[config.mk]
export PLATFORM = sky130hd
export DESIGN_NAME = excl_pending_track
export DESIGN_NICKNAME = d
export VERILOG_FILES = /design/src/rtl/excl_chk_pkg.sv /design/src/rtl/excl_pending_track.sv
export SDC_FILE = /design/constraint.sdc
export NUM_CORES = 1
export LEC_CHECK = 0
export CORE_ASPECT_RATIO = 0.9
export CORE_UTILIZATION = 54
export DETAILED_ROUTE_END_ITERATION = 16
export DONT_BUFFER_PORTS = 1
export GPL_ROUTABILITY_DRIVEN = 0
export PLACE_DENSITY = 0.83
export RECOVER_POWER = 50
export SLEW_MARGIN = 20
export SYNTH_ARGS = -nofsm -noshare
export SYNTH_HDL_FRONTEND = slang
export SYNTH_SLANG_ARGS = --single-unit
[constraint.sdc]
create_clock -name clk_i -period 0.92 [get_ports clk_i]
set_input_delay 0.092 -clock clk_i [delete_from_list [all_inputs] [get_ports clk_i]]
set_output_delay 0.092 -clock clk_i [all_outputs]
set_load 0.005 [all_outputs]
[src/rtl/excl_chk_pkg.sv]
package excl_chk_pkg;
  localparam int NUM_RULES = 5;

  localparam int RULE_BURST   = 0;
  localparam int RULE_BEATS   = 1;
  localparam int RULE_BUSY    = 2;
  localparam int RULE_ALIGN   = 3;
  localparam int RULE_OVERLAP = 4;

  localparam logic [1:0] TR_IDLE   = 2'b00;
  localparam logic [1:0] TR_BUSY   = 2'b01;
  localparam logic [1:0] TR_NONSEQ = 2'b10;
  localparam logic [1:0] TR_SEQ    = 2'b11;

  localparam logic [2:0] BU_SINGLE = 3'b000;
  localparam logic [2:0] BU_INCR   = 3'b001;

  typedef logic [NUM_RULES-1:0] rule_vec_t;
endpackage

[src/rtl/excl_pending_track.sv]
module excl_pending_track
  import excl_chk_pkg::*;
#(
  parameter int MASTER_W    = 4,
  parameter int NUM_MASTERS = 16
) (
  input  logic                clk_i,
  input  logic                rst_ni,
  input  logic                hready_i,
  input  logic [1:0]          htrans_i,
  input  logic                excl_start_i,
  input  logic [MASTER_W-1:0] hmaster_i,
  output logic                own_pending_o,
  output logic                burst_open_o,
  output logic [MASTER_W-1:0] burst_master_o
);
  logic [NUM_MASTERS-1:0] pend_q;
  logic [NUM_MASTERS-1:0] hit;

  for (genvar m = 0; m < NUM_MASTERS; m++) begin : g_master
    logic sel;
    assign sel    = (int'(hmaster_i) == m);
    assign hit[m] = pend_q[m] && sel;
    always_ff @(posedge clk_i or negedge rst_ni) begin
      if (!rst_ni)       pend_q[m] <= 1'b0;
      else if (hready_i) pend_q[m] <= excl_start_i && sel;
    end
  end

  assign own_pending_o = |hit;

  logic                burst_q;
  logic [MASTER_W-1:0] bmst_q;

  always_ff @(posedge clk_i or negedge rst_ni) begin
    if (!rst_ni) begin
      burst_q <= 1'b0;
      bmst_q  <= '0;
    end else if (hready_i) begin
      if (excl_start_i) begin
        burst_q <= 1'b1;
        bmst_q  <= hmaster_i;
      end else if (htrans_i == TR_IDLE || htrans_i == TR_NONSEQ) begin
        burst_q <= 1'b0;
      end
    end
  end

  assign burst_open_o   = burst_q;
  assign burst_master_o = bmst_q;
endmodule

Word level (Yosys, flattened, before mapping)
Index checks and enable logic that the tools add are counted.
{ "op_classes": {"n_eq_ne": 16, "n_lt_le_gt_ge": 0, "bitwise": 0, "mux": 2, "reduce_logical": 39, "div": 0, "multipliers": 0, "addsub": 0, "shifts": 0} }
{ "op_table": {"columns": ["operator", "count"], "rows": [
  ["$eq A4 B4 Y1 const B", 8],
  ["$logic_and A1 B1 Y1", 32],
  ["$eq A4 B3 Y1 const B", 4],
  ["$reduce_or A16 Y1", 1],
  ["$eq A4 B2 Y1 const B", 2],
  ["$eq A4 B1 Y1 const B", 1],
  ["$logic_not A4 Y1", 1],
  ["$reduce_and A2 Y1", 2],
  ["$eq A2 B2 Y1 const B", 1],
  ["$logic_not A2 Y1", 1],
  ["$mux W1", 2],
  ["$reduce_bool A2 Y1", 1],
  ["$logic_or A1 B1 Y1", 1]
]} }
{ "totals": {"n_memories": 0, "mem_bits_ro": 0, "out_inout_bits": 6, "word_cells": 75, "input_bits": 10, "latch_bits": 0, "regBits": 21, "mem_bits_rw": 0} }

Longest topological paths before layout
{ "depth": {"depth_word": 4, "ltp_mapped": 5, "mapped_depth_nobuf": 4} }

Least setup slack after synthesis
Ideal clock, no wire load.
{ "synth_path": {"path_kind": "register to output", "startpoint": "register pend_q[10]", "endpoint": "output own_pending_o", "t_required_ns": 0.828, "path_slack_ns": -0.047, "path_stages_with_launch": 4, "arrival_time_ns": 0.875, "n_path_buf": 0, "cell_sequence": "dfrtp_1 -> a221oi_2 -> a21oi_1 -> a22o_1"} }
{ "synth_between": {"elab_chain_len": 2} }
{ "synth_rtl": {"columns": ["item", "line_no", "rtl"], "rows": [
  ["from (decl)", "excl_pending_track.sv:17", "logic [NUM_MASTERS-1:0] pend_q;"],
  ["from (signal, indexed assignment)", "excl_pending_track.sv:26", "else if (hready_i) pend_q[m] <= excl_start_i && sel;"],
  ["$logic_and A1 B1 Y1", "excl_pending_track.sv:23", "assign hit[m] = pend_q[m] && sel;"],
  ["$reduce_or A16 Y1", "excl_pending_track.sv:30", "assign own_pending_o = |hit;"],
  ["to (decl)", "excl_pending_track.sv:13", "output logic own_pending_o,"]
]} }
No other way between the ends.

Final worst setup path
{ "layout_path": {"startpoint": "register pend_q[12]", "endpoint": "output own_pending_o"} }
Same word-level chain as after synthesis.

==> impl_metrics.toml <==
[cells_and_area]
final_cell_mix = "21 x dfrtp_1, 14 x o2bb2ai_1, 12 x buf_4, 5 x dlygate4sd3_1"
drive_above_1_share = 0.300
diodes = 0
layout_commonest_cell = "dfrtp_1"
nFillCells = 114
area_delta_synth_final_pct = 21.2
nNetsFinal = 111

[grt]
grt_max_degree = 22
overflow = 0
antenna_found_initial = 0
grt_pass1_wl_um = 3580
track_usage = 0.282
grt_pass1_vias = 716

[route]
vias = 778
ant_nets = 0
detail_route.iter0.violations = 26
drtPass1Iterations = 4
post_drt_wl_per_cell_um = 19.1
drt-vias-per-instance = 6.27
wl_um = 2360
post-route-drc-count = 0

[worst_setup_path]
reg2reg_to = "pend_q[3]"
worst-setup-path-type = "flop to primary output"
cp-startpoint = "pend_q[12]"
r2r_cells = 4
r2r_setup_slack_ns = -0.09
path_cells = "a221oi_2, a31oi_1, a22o_1"
cpPeakStageDelay_ns = 0.42
slowest_stage = "dfrtp_1"
crit_path_end_kind = "primary output"
critPathRequiredTime_ns = 0.83
cp_max_fo = 2
start_kind = "flop"
timing.rr.start = "pend_q[3]"
cp-endpoint = "own_pending_o"
crit_arrival_ns = 1.32

[timing]
drv_slew = 0
fin_ws_ns = -0.492
hold_viol_final = 21
fmax_mhz = 708
setup_viol = 2
clock_skew_ns = 0
timing.hold.ws_ns = -0.0519
worst_pin_slew_ns = 1.11
period_minus_slack_ns = 1.41
slew_headroom = 0.258
rsz0062_at_grt = "true"
fin_crit_sh = 1.53
tns_ns = -0.580

[synth]
synth_top_area_cell = "dfrtp_1"
ys_types = 27
async_flop_share = 1.00
synth.top_cells.by_area = "dfrtp_1 53%, o2bb2ai_1 14%, mux2_2 4.6%"
synthFlopType = "dfrtp_1"
ys_warn_count = 0
syn-num-nets = 91
syn_inst = 81
synth_edf_count = 0
synth_top_area_share = 0.531
synth.avg_cell_area_um2 = 12.2
ys_seq_elements = 21
synth.cell_area_um2 = 990
seq_area_frac_synth = 0.531

[floorplanning]
rows = 14
start_util = 0.582
die_h_um = 42.6
dieArea_mm2 = 0.00201
die_w_um = 47.1
coreArea_mm2 = 0.00170
io-pin-count = 16

[clock_network]
clk_pin_slew_worst_paths_ns = 0.12
cts_root_buffer = "clkbuf_4"
numCtsBuffers = 3
clock_path_buffers = 2
cts_tree = "done"
cts_sinks = 21
worstSkewPairLatency_ns = 0.32
cts.htree.levels = 1

[min_path]
hp-class = "input pin to async pin"

[pwr]
p_per_area_mw_per_mm2 = 1390
leakagePower_nw = 0.521
ir_worst_vdd_uv = 954

[outcome]
violations = "hold timing, setup timing"
outcome = "finished with violations"

[placed_design]
dpl.hpwl_um = 1490
portBuffers = 0
dp_slack_ns = -0.0997

[run]
maxCapViolCount = 0
-- routing by layer --
metal / vias up / GRT usage / part of all wire
met4: 0 / 0.137 / 0.031
met2: 32 / 0.431 / 0.48
met3: 7 / 0.0991 / 0.082
li1: 355 / - / -
met1: 384 / 0.347 / 0.41
met5: - / 0 / 0
-- cells in the mapped netlist (2+ instances only) --
library cell / count
and2b_4: 2
nand2b_1: 4
nand4_1: 4
nand4b_1: 2
nand2_1: 4
buf_2: 2
dfrtp_1: 21
clkbuf_1: 2
a32oi_1: 2
a22oi_1: 2
o2bb2ai_1: 16
mux2_2: 4
a221oi_2: 2
-- critical path, delay by kind of cell, from the launching register on --
kind,cells,cell delay [ns]
flip-flops,1,0.42
AO/OA/AOI/OAI,3,0.59
-- worst min-delay path by stage --
| stage | startpoint | end | slack, ns | depth (start not counted) |
|---|---|---|---|---|
| CTS | hmaster_i[2] | pend_q[2] | 0.01 | 2 |
| global route | hmaster_i[2] | pend_q[2] | 0.009 | 2 |
| global placement | rst_ni | burst_open_o | -0.20 | 0 |
| finish | rst_ni | burst_master_o[2] | -0.05 | 1 |
| detailed placement | rst_ni | burst_open_o | -0.20 | 0 |
| floorplan | rst_ni | burst_master_o[0] | -0.20 | 0 |
-- report_power, final --
group	total [mW]	internal [mW]	leakage [nW]	switching [mW]
Sequential	1.00	0.969	0.280	0.0329
Clock	0.457	0.163	0.0177	0.294
Combinational	0.210	0.106	0.223	0.103
Total	1.67	1.24	0.521	0.430
-- state kept, by name, indices dropped and copies added, names as in the netlist --
| signal | cells |
|---|---|
| burst_master_o | 4 |
| burst_open_o | 1 |
| pend_q | 16 |
-- layout make-up --
class	instances	area (um2)	share of cell area
repair buffers	20	169	0.141
multi-input cells	54	444	0.370
well taps	24	30.0	0.0250
flip-flops and latches	21	526	0.438
clock buffers	3	22.5	0.0188
clock inverters	1	5.00	0.00417
inverters	1	3.75	0.00313
-- cell families after synthesis --
| kind of cell | share of synthesized area |
|---|---|
| buffers and inverters | 0.0329 |
| AOI/OAI and AO/OA | 0.230 |
| muxes | 0.0455 |
| DFF | 0.531 |
| and+or+nand+nor | 0.161 |
-- repair_timing --
| item | 4_1_cts | 5_1_grt |
|---|---|---|
| hold endpoints to repair | 30 | 0 |
| gates resized for setup | 0 | 5 |
| hold buffers | 8 | 0 |
| buffers inserted | 3 | 3 |
| pin swaps | 1 | 2 |
| setup endpoints to repair | 1 | 27 |
-- per-stage QoR --
stage               instances   util  area, um2  hold WS (ns)  total power [mW]
global route              124  0.706       1200       0.00912              1.73
detailed placement        107  0.614       1040        -0.203              1.17
CTS                       122  0.691       1170       0.00960              1.66
finish                    124  0.706       1200       -0.0519              1.67
global placement          107  0.614       1040        -0.203              1.16
floorplan                  81      -        990        -0.204              1.15
Power figures use the tool's default switching activity.
